## src/rtl/strb_in_pkg.sv

```systemverilog
// Shared definitions for the strobed input channel.
// Assumes: the status byte is 8 bits wide and set/reset commands name
// one of 8 port lines. The functions map a channel to its bit positions.
package strb_in_pkg;

    typedef enum logic {
        CHAN_A = 1'b0,
        CHAN_B = 1'b1
    } chan_e;

    localparam int STATUS_W = 8;
    localparam int LINE_W   = 3;

    // Status bit carrying the interrupt request
    function automatic int irq_bit(chan_e ch);
        return (ch == CHAN_A) ? 3 : 0;
    endfunction

    // Status bit carrying the synchronized strobe level
    function automatic int stb_bit(chan_e ch);
        return (ch == CHAN_A) ? 4 : 2;
    endfunction

    // Status bit carrying the buffer-full flag
    function automatic int full_bit(chan_e ch);
        return (ch == CHAN_A) ? 5 : 1;
    endfunction

    // Port line whose set/reset command writes interrupt enable
    function automatic int inte_line(chan_e ch);
        return (ch == CHAN_A) ? 4 : 2;
    endfunction

endpackage

```

## src/rtl/strb_sync.sv

```systemverilog
// Strobe synchronizer and edge detector.
// Brings the asynchronous active-low strobe into the clock domain through
// STAGES flops, then flags falling and rising edges of the synchronized
// level for one cycle each.
// Assumes: STAGES >= 2 and the strobe holds each level for several clocks.
module strb_sync #(
    parameter int STAGES = 2
) (
    input  logic clk,
    input  logic rst_n,
    input  logic async_n,
    output logic level,
    output logic fell,
    output logic rose
);
    logic [STAGES-1:0] chain;
    logic              prev;

    // Synchronizer chain; each stage is one flop, reset to idle (high)
    for (genvar g = 0; g < STAGES; g++) begin : g_stage
        if (g == 0) begin : g_first
            always_ff @(posedge clk) begin
                if (!rst_n) chain[g] <= 1'b1;
                else        chain[g] <= async_n;
            end
        end else begin : g_next
            always_ff @(posedge clk) begin
                if (!rst_n) chain[g] <= 1'b1;
                else        chain[g] <= chain[g-1];
            end
        end
    end

    assign level = chain[STAGES-1];

    // Remember the previous synchronized level for edge detection
    always_ff @(posedge clk) begin
        if (!rst_n) prev <= 1'b1;
        else        prev <= level;
    end

    assign fell = prev & ~level;
    assign rose = ~prev & level;

    // an edge flag never lasts two cycles in a row
    assert_edge_single_R2: assert property (@(posedge clk) disable iff (!rst_n)
        fell |=> !fell);

endmodule

```

## src/rtl/strb_inte_reg.sv

```systemverilog
// Interrupt-enable bit of one channel.
// Loads the value of a single-bit set/reset command when the command names
// this channel's own port line, and ignores commands for other lines.
// Assumes: bsr_wr is a one-cycle command strobe.
module strb_inte_reg #(
    parameter int LINE_W = 3,
    parameter int LINE   = 4
) (
    input  logic              clk,
    input  logic              rst_n,
    input  logic              wr,
    input  logic [LINE_W-1:0] sel,
    input  logic              value,
    output logic              inte
);
    localparam logic [LINE_W-1:0] OWN_LINE = LINE_W'(LINE);

    logic hit;
    assign hit = wr && (sel == OWN_LINE);

    // Hold interrupt enable; update only on a command to the own line
    always_ff @(posedge clk) begin
        if (!rst_n)   inte <= 1'b0;
        else if (hit) inte <= value;
    end

    // interrupt enable changes only after a command naming its own line
    assert_inte_own_line_R7: assert property (@(posedge clk) disable iff (!rst_n)
        (inte != $past(inte)) |-> $past(wr && (sel == OWN_LINE)));

endmodule

```

## src/rtl/strb_core.sv

```systemverilog
// Handshake core of the input channel.
// Captures the byte on a synchronized strobe fall when the buffer is empty,
// waits for the strobe to return high before arming the interrupt, clears
// the request on the start of a processor read and frees the buffer when
// the read ends.
// Assumes: data_in is stable while the strobe is low and the read is a
// level pulse of at least one clock.
module strb_core #(
    parameter int DATA_W = 8
) (
    input  logic              clk,
    input  logic              rst_n,
    input  logic [DATA_W-1:0] data_in,
    input  logic              stb_fell,
    input  logic              stb_rose,
    input  logic              rd,
    input  logic              inte,
    output logic              full,
    output logic              irq,
    output logic [DATA_W-1:0] rdata
);
    logic [DATA_W-1:0] latch_q;
    logic              rd_prev;
    logic              wait_rise;
    logic              armed;
    logic              rd_start;
    logic              rd_end;
    logic              capture;

    assign rd_start = rd & ~rd_prev;
    assign rd_end   = ~rd & rd_prev;
    assign capture  = stb_fell & ~full;

    // Track the previous read level for start/end detection
    always_ff @(posedge clk) begin
        if (!rst_n) rd_prev <= 1'b0;
        else        rd_prev <= rd;
    end

    // Input latch and buffer-full flag
    always_ff @(posedge clk) begin
        if (!rst_n) begin
            latch_q <= '0;
            full    <= 1'b0;
        end else if (capture) begin
            latch_q <= data_in;
            full    <= 1'b1;
        end else if (rd_end) begin
            full    <= 1'b0;
        end
    end

    // Interrupt arming: wait for the capturing strobe to end, drop on read
    always_ff @(posedge clk) begin
        if (!rst_n) begin
            wait_rise <= 1'b0;
            armed     <= 1'b0;
        end else begin
            if (rd_start) begin
                wait_rise <= 1'b0;
                armed     <= 1'b0;
            end else if (stb_rose && wait_rise) begin
                wait_rise <= 1'b0;
                armed     <= 1'b1;
            end
            if (capture) begin
                wait_rise <= 1'b1;
                armed     <= 1'b0;
            end
        end
    end

    assign irq   = armed & inte & full;
    assign rdata = latch_q;

    // the buffer only fills on a detected strobe fall
    assert_fill_on_strobe_R2: assert property (@(posedge clk) disable iff (!rst_n)
        $rose(full) |-> $past(stb_fell));

    // a held byte is never overwritten while the buffer stays full
    assert_hold_byte_R3: assert property (@(posedge clk) disable iff (!rst_n)
        full |=> $stable(latch_q));

    // the request never appears in the cycle the buffer fills
    assert_no_early_irq_R4: assert property (@(posedge clk) disable iff (!rst_n)
        $rose(full) |-> !irq);

    // the start of a read withdraws the request on the next edge
    assert_read_clears_irq_R6: assert property (@(posedge clk) disable iff (!rst_n)
        rd_start |=> !irq);

    // the buffer only empties after a read has ended
    assert_free_after_read_R6: assert property (@(posedge clk) disable iff (!rst_n)
        $fell(full) |-> $past(rd_end));

endmodule

```

## src/rtl/strb_status_map.sv

```systemverilog
// Status byte formatter.
// Places the interrupt request, strobe level and buffer-full flag on the
// bit positions assigned to the selected channel; spare bits read 0.
// Assumes: the three positions for a channel are distinct.
module strb_status_map
    import strb_in_pkg::*;
#(
    parameter chan_e CHANNEL = CHAN_A
) (
    input  logic                irq,
    input  logic                stb_level,
    input  logic                full,
    output logic [STATUS_W-1:0] status
);
    localparam int IRQ_POS  = irq_bit(CHANNEL);
    localparam int STB_POS  = stb_bit(CHANNEL);
    localparam int FULL_POS = full_bit(CHANNEL);

    // Assemble the status byte for this channel
    always_comb begin
        status           = '0;
        status[IRQ_POS]  = irq;
        status[STB_POS]  = stb_level;
        status[FULL_POS] = full;
    end

endmodule

```

## src/rtl/strobed_input_channel.sv

```systemverilog
// Strobed input handshake channel (top).
// Ties together the strobe synchronizer, the interrupt-enable register,
// the handshake core and the status formatter for channel A or B.
// Assumes: bus decoding and mode selection live outside this block.
module strobed_input_channel
    import strb_in_pkg::*;
#(
    parameter chan_e CHANNEL     = CHAN_A,
    parameter int    DATA_W      = 8,
    parameter int    SYNC_STAGES = 2
) (
    input  logic                clk,
    input  logic                rst_n,
    input  logic [DATA_W-1:0]   dev_data,
    input  logic                dev_stb_n,
    output logic                buf_full,
    input  logic                cpu_rd,
    output logic [DATA_W-1:0]   cpu_rdata,
    input  logic                bsr_wr,
    input  logic [LINE_W-1:0]   bsr_sel,
    input  logic                bsr_val,
    output logic                irq,
    output logic [STATUS_W-1:0] status
);
    localparam int OWN_LINE = inte_line(CHANNEL);

    logic stb_level;
    logic stb_fell;
    logic stb_rose;
    logic inte;

    strb_sync #(
        .STAGES (SYNC_STAGES)
    ) u_sync (
        .clk     (clk),
        .rst_n   (rst_n),
        .async_n (dev_stb_n),
        .level   (stb_level),
        .fell    (stb_fell),
        .rose    (stb_rose)
    );

    strb_inte_reg #(
        .LINE_W (LINE_W),
        .LINE   (OWN_LINE)
    ) u_inte (
        .clk   (clk),
        .rst_n (rst_n),
        .wr    (bsr_wr),
        .sel   (bsr_sel),
        .value (bsr_val),
        .inte  (inte)
    );

    strb_core #(
        .DATA_W (DATA_W)
    ) u_core (
        .clk      (clk),
        .rst_n    (rst_n),
        .data_in  (dev_data),
        .stb_fell (stb_fell),
        .stb_rose (stb_rose),
        .rd       (cpu_rd),
        .inte     (inte),
        .full     (buf_full),
        .irq      (irq),
        .rdata    (cpu_rdata)
    );

    strb_status_map #(
        .CHANNEL (CHANNEL)
    ) u_status (
        .irq       (irq),
        .stb_level (stb_level),
        .full      (buf_full),
        .status    (status)
    );

    // a disabled channel never requests an interrupt
    assert_irq_needs_enable_R1: assert property (@(posedge clk) disable iff (!rst_n)
        irq |-> inte);

endmodule

```

## config.mk

```make
export PLATFORM = sky130hd
export DESIGN_NAME = strobed_input_channel
export DESIGN_NICKNAME = d
export VERILOG_FILES = /design/src/rtl/strb_in_pkg.sv /design/src/rtl/strb_sync.sv /design/src/rtl/strb_inte_reg.sv /design/src/rtl/strb_core.sv /design/src/rtl/strb_status_map.sv /design/src/rtl/strobed_input_channel.sv
export SDC_FILE = /design/constraint.sdc
export NUM_CORES = 1
export LEC_CHECK = 0
export ABC_AREA = 1
export BUFFER_PORTS_ARGS = -buffer_cell sky130_fd_sc_hd__buf_2
export CAP_MARGIN = 20
export CORE_MARGIN = 8
export CORE_UTILIZATION = 46
export CTS_BUF_LIST = sky130_fd_sc_hd__clkbuf_8 sky130_fd_sc_hd__clkbuf_16
export DETAILED_ROUTE_END_ITERATION = 8
export GPL_TIMING_DRIVEN = 1
export PLACE_DENSITY = 0.83
export SLEW_MARGIN = 5
export SYNTH_ARGS = -nofsm -noshare
export SYNTH_HDL_FRONTEND = slang
export SYNTH_SLANG_ARGS = --single-unit
```

## constraint.sdc

```tcl
create_clock -name clk -period 1.45 [get_ports clk]
set_input_delay 0.0725 -clock clk [delete_from_list [all_inputs] [get_ports clk]]
set_output_delay 0.0725 -clock clk [all_outputs]
set_load 0.005 [all_outputs]
```

==> results.sh, run 1 <==
export IMPL_ys_types=18
export IMPL_start_util_pct=47.53
export IMPL_io_pins=35
export IMPL_seq_area_sq_um=320.3
export IMPL_crit_arrival_ns=1.02
export IMPL_startpoint_type="register"
export IMPL_critPathBufInv=1
export IMPL_drt_initial_drc_count=12
export IMPL_power_uw=891.4
export IMPL_yosys_warnings=0
export IMPL_die_area_sq_um=3024
export IMPL_drv_slew=0
export IMPL_netlist_area_sq_um=699.4
export IMPL_fp_dieH_microns=55.00
export IMPL_tritoncts="built"
export IMPL_critPathTopFamily="flip-flops"
export IMPL_wl_per_cell_microns=11.34
export IMPL_period_share_pct=75.16
export IMPL_min_path_type="in2reg"
export IMPL_avgSynthCellArea_sq_um=8.039
export IMPL_worstHoldStart="dev_stb_n"
export IMPL_status="finished, final reports clean"
export IMPL_cts_root_buf="clkbuf_8"
export IMPL_port_buffers=29
export IMPL_multi_input_area_sq_um=296.5
export IMPL_postSynthCellCount=87
export IMPL_worstPathCellList="and3_2 -> buf_2"
export IMPL_p_per_area_nw_per_um2=1048
export IMPL_critPathLaunch="u_core.full"
export IMPL_end_kind="output port"
export IMPL_antenna_found_initial=0
export IMPL_drv_cap=0
export IMPL_track_usage_pct=9.898
export IMPL_via_per_inst=4.566
export IMPL_hold_viol=0
export IMPL_area_growth_pct=21.65
export IMPL_yosysSeqAreaShare_pct=45.80
export IMPL_finalSetupViolCount=0
export IMPL_period_needed_ns=1.090
export IMPL_gp_congestion=0.7341
export IMPL_grt_pass1_wl_microns=2152
export IMPL_grt_pass1_vias=539
export IMPL_fill_cells=144
export IMPL_hold_buffers=0
export IMPL_clk_latency_ns=0.24
export IMPL_fin_tns_setup_ns=0
export IMPL_clock_tree_buffer_depth=2
export IMPL_clkTransAtPathRegs_ns=0.06
export IMPL_numCtsBuffers=3
export IMPL_ys_ff_latch=16
export IMPL_slowest_delay_ns=0.44
export IMPL_fmax_mhz=917.6
export IMPL_critical_path_class="reg2out"
export IMPL_clock_skew_final_ns=0.002231
export IMPL_worst_path_max_fanout=5
export IMPL_cpMaxStageDelayCell="dfxtp_1"
export IMPL_crit_reg2reg_launch="u_core.full"
export IMPL_drc_errors=0
export IMPL_wirelength_microns=1463
export IMPL_diodes=0
export IMPL_drive_gt1_share_pct=36.28
export IMPL_dr_pass1_iters=4
export IMPL_fin_util_pct=57.82
export IMPL_post_cts_resize_count=0
export IMPL_die_w_microns=55.00
export IMPL_clock_sinks=16
export IMPL_core_area_sq_um=1471
export IMPL_dpl_hpwl_microns=1184
export IMPL_ant_nets=0
export IMPL_whs_ns=0.01379
export IMPL_power_leakage_uw=0.0004440
export IMPL_rsz0062_at_grt="no"
export IMPL_row_count=14
export IMPL_post_cts_setup_buffers=0
export IMPL_htreeDepth=1
export IMPL_vdd_drop_max_v=0.0006445
export IMPL_nNetsFinal=132
export IMPL_grt_overflow=0
export IMPL_worst_ep_required_time_ns=1.38
export IMPL_num_vias=589
export IMPL_grt_max_degree=13
layout make-up:
cell class	count	area share, %
flip-flops and latches	16	37.65
multi-input cells	59	34.85
repair buffers	29	17.06
clock buffers	3	4.853
inverters	6	3.235
well taps	16	2.353
where the power goes:
group	leakage, uW	switching [uW]	total (uW)	internal, uW
logic	0.000291	49.9	100	50.1
clock network	0.0000216	134	318	184
registers	0.000131	13.3	474	460
cell families after synthesis:
family                 share of synthesized area, %
other                                        0.5362
AOI/OAI and AO/OA                             3.756
and+or+nand+nor                               35.96
buffers and inverters                         13.95
DFF                                           45.80
Yosys cell counts:
| master | instances | area share [%] |
|---|---|---|
| dfxtp_1 | 16 | 46 |
| nand3b_1 | 9 | 9.7 |
| nor2_1 | 17 | 9.1 |
| o21ai_0 | 1 | 0.71 |
| or2_2 | 3 | 2.7 |
| a21oi_1 | 3 | 2.1 |
| nor2_4 | 1 | 1.6 |
| inv_6 | 1 | 1.3 |
| nand2_1 | 13 | 7.0 |
| and3_2 | 1 | 1.1 |
| nand2_4 | 1 | 1.6 |
| inv_1 | 5 | 2.7 |
| nor2_2 | 2 | 1.8 |
| nand3_1 | 2 | 1.4 |
| buf_2 | 2 | 1.4 |
| a31oi_1 | 1 | 0.90 |
| buf_4 | 8 | 8.6 |
| conb_1 | 1 | 0.54 |
sequential cells by signal, indices dropped and copies added (netlist names):
signal	cells
u_inte.inte	1
u_sync.level	1
u_core.full	1
u_core.rd_prev	1
u_sync.chain	1
u_core.rdata	8
u_sync.prev	1
u_core.wait_rise	1
u_core.armed	1
per-layer routing:
layer  vias to the layer above  wire (microns)  GRT usage [%]
met4                         0               8          7.200
met2                        22             722          15.66
li1                        310               -              -
met3                         2             152          2.406
met5                         -               0              0
met1                       255             580          11.37
worst paths after layout:
path,end,cells after the start,slack (ns)
hold / removal,u_sync.chain[0],2,0.01
setup / recovery,irq,2,0.36
hold reg to reg,u_sync.level,1,0.41
setup reg to reg,u_core.rdata[1],5,0.44
cells in the final DEF (no fill, tap or decap), types with 2 or more instances in the layout:
master | Yosys | layout
nand2_1 | 13 | 13
nand3_1 | 2 | 2
a21oi_1 | 3 | 3
clkbuf_8 | 0 | 3
buf_2 | 2 | 29
nand3b_1 | 9 | 9
dfxtp_1 | 16 | 16
nor2_2 | 2 | 2
nor2_1 | 17 | 17
conb_1 | 1 | 5
inv_1 | 5 | 5
or2_2 | 3 | 3
per-stage QoR:
stage / std cells / instance area [sq um] / setup WS [ns]
global route: 129 / 850.8 / 0.3116
floorplan: 91 / 714.4 / 0.5449
CTS: 129 / 850.8 / 0.3594
detailed placement: 126 / 809.5 / 0.4370
finish: 129 / 850.8 / 0.3602
global placement: 126 / 809.5 / 0.5064
(Power assumes the default switching activity.)
==> run 2, diff against run 1 <==
--- a/config.mk
+++ b/config.mk
@@ -9,11 +9,11 @@
 export BUFFER_PORTS_ARGS = -buffer_cell sky130_fd_sc_hd__buf_2
 export CAP_MARGIN = 20
 export CORE_MARGIN = 8
-export CORE_UTILIZATION = 46
+export CORE_UTILIZATION = 39
 export CTS_BUF_LIST = sky130_fd_sc_hd__clkbuf_8 sky130_fd_sc_hd__clkbuf_16
 export DETAILED_ROUTE_END_ITERATION = 8
 export GPL_TIMING_DRIVEN = 1
-export PLACE_DENSITY = 0.83
+export PLACE_DENSITY = 0.76
 export SLEW_MARGIN = 5
 export SYNTH_ARGS = -nofsm -noshare
 export SYNTH_HDL_FRONTEND = slang
==> constraint.sdc (replaced) <==
create_clock -name clk -period 0.9 [get_ports clk]
set_input_delay 0.045 -clock clk [delete_from_list [all_inputs] [get_ports clk]]
set_output_delay 0.045 -clock clk [all_outputs]
set_load 0.005 [all_outputs]
==> results.sh, run 2 (synthesis gave the netlist of run 1 again) <==
export IMPL_status="finished, violations left"
export IMPL_failed_checks="setup timing"
export IMPL_finalSetupViolCount=14
export IMPL_antenna_found_initial=0
export IMPL_track_usage_pct=9.682
export IMPL_fp_dieH_microns=58.35
export IMPL_reg2reg_setup_slack_ns=-0.08
export IMPL_pre_cts_ws_ns=0.01088
export IMPL_critPathLaunch="u_core.full"
export IMPL_cts_root_buf="clkbuf_8"
export IMPL_power_uw=1603
export IMPL_period_needed_ns=1.008
export IMPL_min_to="u_core.wait_rise"
export IMPL_largest_register_ffs=8
export IMPL_worstPathCellList="buf_6 -> and3_4 -> buf_6"
export IMPL_critical_path_class="reg2out"
export IMPL_grt_overflow=0
export IMPL_core_area_sq_um=1708
export IMPL_fmax_mhz=992.2
export IMPL_crit_reg2reg_launch="u_core.full"
export IMPL_start_util_pct=40.95
export IMPL_vdd_drop_max_v=0.0009900
export IMPL_design_area_sq_um=1017
export IMPL_htreeDepth=1
export IMPL_power_switching_uw=351.3
export IMPL_layout_commonest_cell="buf_2"
export IMPL_cpMaxStageDelayCell="dfxtp_2"
export IMPL_drv_slew=0
export IMPL_numCtsBuffers=3
export IMPL_die_w_microns=58.35
export IMPL_seq_power_share_pct=47.4
export IMPL_drt_initial_drc_count=14
export IMPL_clock_skew_final_ns=0.0008111
export IMPL_ff2ff_path_depth=6
export IMPL_worst_path_max_fanout=2
export IMPL_drc_errors=0
export IMPL_drive_gt1_share_pct=42.28
export IMPL_period_share_pct=112.0
export IMPL_grt_pass1_wl_microns=2490
export IMPL_drv_cap=0
export IMPL_die_area_sq_um=3405
export IMPL_dpl_cell_area_sq_um=870.8
export IMPL_io_pins=35
export IMPL_whs_path_depth=3
export IMPL_fin_tns_setup_ns=-0.8753
export IMPL_num_vias=628
export IMPL_slowest_delay_ns=0.35
export IMPL_p_per_area_nw_per_um2=1576
export IMPL_clock_tree_buffer_depth=2
export IMPL_crit_arrival_ns=0.96
export IMPL_grt_pass1_vias=616
export IMPL_cpMostUsedCell="buf_6"
export IMPL_clockPowerShare_pct=39.0
export IMPL_tritoncts="built"
export IMPL_min_path_type="in2reg"
export IMPL_ant_nets=0
export IMPL_startpoint_type="register"
export IMPL_via_per_inst=4.243
export IMPL_grt_max_degree=12
export IMPL_clock_sinks=16
export IMPL_nNetsFinal=141
export IMPL_rsz0062_at_grt="yes"
export IMPL_clkTransAtPathRegs_ns=0.06
export IMPL_wl_per_cell_microns=11.11
export IMPL_fin_ws_ns=-0.1079
export IMPL_dpl_hpwl_microns=1218
export IMPL_end_kind="output port"
export IMPL_hold_viol=0
export IMPL_diodes=0
export IMPL_row_count=15
export IMPL_port_buffers=29
export IMPL_power_leakage_uw=0.0005053
export IMPL_gp_congestion=0.7923
export IMPL_clk_latency_ns=0.25
export IMPL_r2r_end="u_core.rdata[2]"
export IMPL_p_comb_share_pct=13.6
export IMPL_most_common_layout_cells="24 x buf_2, 17 x nor2_1, 14 x dfxtp_1"
export IMPL_dr_pass1_iters=4
export IMPL_area_growth_pct=45.44
export IMPL_power_internal_uw=1251
export IMPL_worstHoldStart="rst_n"
export IMPL_worst_ep_required_time_ns=0.85
export IMPL_p_sw_share_pct=21.92
export IMPL_wirelength_microns=1645
## run 2: changes by cell type in the layout (fill, tap and decap cells not counted), sizes merged
cell | before | now
clkbuf | 3 | 4
dlygate4sd3 | 0 | 2
buf | 29 | 36
## run 2: stage by stage
stage | instances | hold WS, ns | util [%]
detailed placement | 140 | 0.2345 | 50.99
global route | 148 | 0.1252 | 59.56
floorplan | 91 | 0.1385 | -
global placement | 140 | 0.2312 | 50.99
finish | 148 | 0.1005 | 59.56
CTS | 148 | 0.09984 | 58.32
## run 2: worst max path at each step
stage,to,slack [ns],cells after the start
after floorplan,u_core.rdata[0],0.006,5
after global placement,u_core.rdata[1],0.02,5
after detailed placement,u_core.rdata[2],0.01,5
after CTS,irq,-0.09,3
after global routing,u_core.rdata[5],-0.16,6
final,status[3],-0.11,3
## run 2: critical path: cells and delay by family (launching register included)
kind	cells	cell delay, ns
flops	1	0.35
simple gates	1	0.18
buf+inv	2	0.19
## run 2: timing repair
item | in CTS | in global routing
setup endpoints to repair | 7 | 16
pin swaps | 0 | 2
resized for setup | 8 | 5
buffers inserted | 2 | 0
hold buffers | 2 | 0
hold endpoints to repair | 2 | 0
## run 2: final cells by class
class / instances / area (sq um)
Multi-Input combinational cell: 59 / 304.0
Inverter: 6 / 27.53
Sequential cell: 16 / 322.8
Fill cell: 154 / 690.7
Tap cell: 25 / 31.28
Clock buffer: 4 / 55.05
Timing Repair Buffer: 38 / 276.5
## run 2: power by group through the flow
stage | registers, uW | clock network, uW | logic (uW)
after floorplan | 777 | 0 | 114
after global placement | 773 | 0 | 183
after detailed placement | 775 | 0 | 186
after CTS | 759 | 648 | 209
after global routing | 763 | 677 | 243
final | 760 | 625 | 218
## run 2: layer usage
| metal | up-vias | routed length [microns] | track usage (%) |
|---|---|---|---|
| li1 | 329 | - | - |
| met1 | 267 | 672 | 9.079 |
| met2 | 25 | 752 | 15.59 |
| met3 | 7 | 165 | 5.870 |
| met4 | 0 | 55 | 6.294 |
| met5 | - | 0 | 0 |
==> run 3, diff against run 2 <==
--- a/config.mk
+++ b/config.mk
@@ -5,15 +5,14 @@
 export SDC_FILE = /design/constraint.sdc
 export NUM_CORES = 1
 export LEC_CHECK = 0
-export ABC_AREA = 1
 export BUFFER_PORTS_ARGS = -buffer_cell sky130_fd_sc_hd__buf_2
 export CAP_MARGIN = 20
 export CORE_MARGIN = 8
-export CORE_UTILIZATION = 39
+export CORE_UTILIZATION = 38
 export CTS_BUF_LIST = sky130_fd_sc_hd__clkbuf_8 sky130_fd_sc_hd__clkbuf_16
 export DETAILED_ROUTE_END_ITERATION = 8
 export GPL_TIMING_DRIVEN = 1
-export PLACE_DENSITY = 0.76
+export PLACE_DENSITY = 0.75
 export SLEW_MARGIN = 5
 export SYNTH_ARGS = -nofsm -noshare
 export SYNTH_HDL_FRONTEND = slang
==> results.sh, run 3 <==
export IMPL_die_w_microns=57.93
export IMPL_port_buffers=29
export IMPL_dpl_hpwl_microns=1132
export IMPL_async_flop_share_pct=0
export IMPL_power_leakage_uw=0.0004792
export IMPL_reg2reg_setup_slack_ns=-0.17
export IMPL_wl_per_cell_microns=13.84
export IMPL_clock_tree_buffer_depth=2
export IMPL_clockPowerShare_pct=40.0
export IMPL_ys_types=22
export IMPL_p_per_area_nw_per_um2=1499
export IMPL_synth_main_ff_cell="dfxtp_1"
export IMPL_synth_most_common_cell="dfxtp_1"
export IMPL_whs_path_depth=2
export IMPL_fp_dieH_microns=57.93
export IMPL_fin_ws_ns=-0.1705
export IMPL_postSynthCellCount=74
export IMPL_critical_path_class="reg2reg"
export IMPL_hold_viol=0
export IMPL_worstHoldStart="cpu_rd"
export IMPL_failed_checks="setup timing"
export IMPL_grt_pass1_wl_microns=2490
export IMPL_grt_overflow=0
export IMPL_rsz0062_at_grt="yes"
export IMPL_area_growth_pct=58.99
export IMPL_power_switching_uw=353.1
export IMPL_synth_edff_count=0
export IMPL_grt_pass1_vias=581
export IMPL_dr_pass1_iters=2
export IMPL_yosys_top_cells_count="16 x dfxtp_1, 11 x nand2_1, 11 x o21ai_0, 9 x buf_4, 8 x nand3_1"
export IMPL_row_count=15
export IMPL_seq_power_share_pct=47.0
export IMPL_ff2ff_path_depth=5
export IMPL_drt_initial_drc_count=2
export IMPL_design_area_sq_um=1062
export IMPL_avgSynthCellArea_sq_um=9.029
export IMPL_clkTransAtPathRegs_ns=0.06
export IMPL_gp_congestion=0.6740
export IMPL_worst_path_max_fanout=4
export IMPL_htreeDepth=1
export IMPL_drv_slew=0
export IMPL_ys_ff_latch=16
export IMPL_yosys_warnings=0
export IMPL_drc_errors=0
export IMPL_track_usage_pct=9.256
export IMPL_min_to="u_core.rd_prev"
export IMPL_fin_tns_setup_ns=-1.782
export IMPL_tritoncts="built"
export IMPL_p_comb_share_pct=13.0
export IMPL_cts_root_buf="clkbuf_8"
export IMPL_drive_gt1_share_pct=55.86
export IMPL_wirelength_microns=1771
export IMPL_clock_skew_final_ns=0.0008963
export IMPL_start_util_pct=39.56
export IMPL_dpl_cell_area_sq_um=803.3
export IMPL_num_vias=630
export IMPL_ant_nets=0
export IMPL_antenna_found_initial=0
export IMPL_period_share_pct=118.9
export IMPL_grt_max_degree=25
export IMPL_io_pins=35
export IMPL_synth_largest_area_cell="dfxtp_1"
export IMPL_most_common_layout_cells="25 x buf_2, 13 x dfxtp_1, 10 x nand2_1, 10 x buf_6, 8 x nand3_2"
export IMPL_worst_ep_required_time_ns=1.08
export IMPL_end_kind="register"
export IMPL_numCtsBuffers=3
export IMPL_crit_reg2reg_launch="u_core.full"
export IMPL_power_internal_uw=1240
export IMPL_netlist_area_sq_um=668.1
export IMPL_via_per_inst=4.922
export IMPL_p_sw_share_pct=22.17
export IMPL_layout_commonest_cell="buf_2"
export IMPL_startpoint_type="register"
export IMPL_min_path_type="in2reg"
export IMPL_diodes=0
export IMPL_die_area_sq_um=3356
export IMPL_period_needed_ns=1.070
export IMPL_yosysSeqAreaShare_pct=47.94
export IMPL_nNetsFinal=129
export IMPL_fmax_mhz=934.2
export IMPL_clock_sinks=16
export IMPL_synth_top_area_share_pct=47.94
export IMPL_core_area_sq_um=1689
export IMPL_vdd_drop_max_v=0.001180
export IMPL_ys_top_cells_by_area="dfxtp_1 48%, buf_4 10%, o21ai_0 8.2%, nand2_1 6.2%, nand3_1 6.0%"
export IMPL_status="finished, violations left"
export IMPL_crit_arrival_ns=1.25
export IMPL_clk_latency_ns=0.25
export IMPL_finalSetupViolCount=15
export IMPL_r2r_end="u_core.rdata[0]"
export IMPL_largest_register_ffs=8
export IMPL_drv_cap=0
## run 3: changes by cell type after synthesis, sizes merged, moves of 2 or more
cell,delta
nand2,-3
a21oi,-2
nand3,+7
or2,-3
nand3b,-9
o21ai,+11
nand2b,+2
nor2,-20
inv,-4
## run 3: kinds of logic after synthesis
family	Yosys count	synth area share [%]
and+or+nand+nor	28	24.35
other	1	0.5613
DFF	16	47.94
AOI/OAI and AO/OA	16	13.48
buffers and inverters	13	13.67
## run 3: what timing repair did
item,4_1_cts,5_1_grt
setup endpoints to repair,12,16
gates cloned,0,2
buffers inserted,2,3
pin swaps,2,8
resized for setup,8,19
hold endpoints to repair,1,0
hold buffers,1,0
## run 3: area by class of cell
type                            count  area [sq um]
Timing Repair Buffer               40         325.3
Multi-Input combinational cell     49         326.6
Tap cell                           17         21.27
Inverter                            2         7.507
Fill cell                         136         626.9
Clock buffer                        4         55.05
Sequential cell                    16         326.6
## run 3: worst max path at each step
stage	startpoint	endpoint	slack [ns]	cells after the start
global placement	u_sync.prev	u_core.rdata[1]	-0.04	4
global route	u_core.full	u_core.rdata[0]	-0.22	5
finish	u_core.full	u_core.rdata[0]	-0.17	5
floorplan	u_sync.level	u_core.rdata[4]	-0.08	4
detailed placement	u_sync.prev	u_core.rdata[3]	-0.08	4
CTS	u_core.full	status[3]	-0.12	3
## run 3: per-layer routing
metal  vias to the layer above  wire length, microns  GRT usage (%)  part of all wire (%)
met2                        27                   892          15.45                    50
met3                         3                   171          4.857                   9.7
met5                         -                     0              0                     0
li1                        311                     -              -                     -
met4                         0                    23          2.098                   1.3
met1                       289                   684          10.13                    39
## run 3: critical path, stage by stage, from the launching register on
cell	delay [ns]
dfxtp_4	0.36
nor3b_4	0.19
buf_6	0.16
clkbuf_16	0.14
nand3_2	0.05
o21ai_1	0.10
## run 3: power by group through the flow
stage          Sequential [uW]  Combinational [uW]  Clock, uW
2_1_floorplan              766                86.2          0
3_3_place_gp               764                 135          0
3_5_place_dp               765                 138          0
4_1_cts                    748                 158        633
5_1_grt                    751                 227        684
6_report                   749                 206        637
## run 3: stage by stage
| stage | utilization [%] | hold WS (ns) | instances | total power [uW] | setup WS (ns) |
|---|---|---|---|---|---|
| floorplan | - | 0.1180 | 78 | 851.8 | -0.08193 |
| global placement | 47.56 | 0.2327 | 116 | 898.7 | -0.04291 |
| detailed placement | 47.56 | 0.2399 | 116 | 902.1 | -0.08243 |
| CTS | 53.85 | 0.008638 | 123 | 1540 | -0.1163 |
| global route | 62.89 | 0.01122 | 128 | 1661 | -0.2184 |
| finish | 62.89 | 0.003451 | 128 | 1593 | -0.1705 |
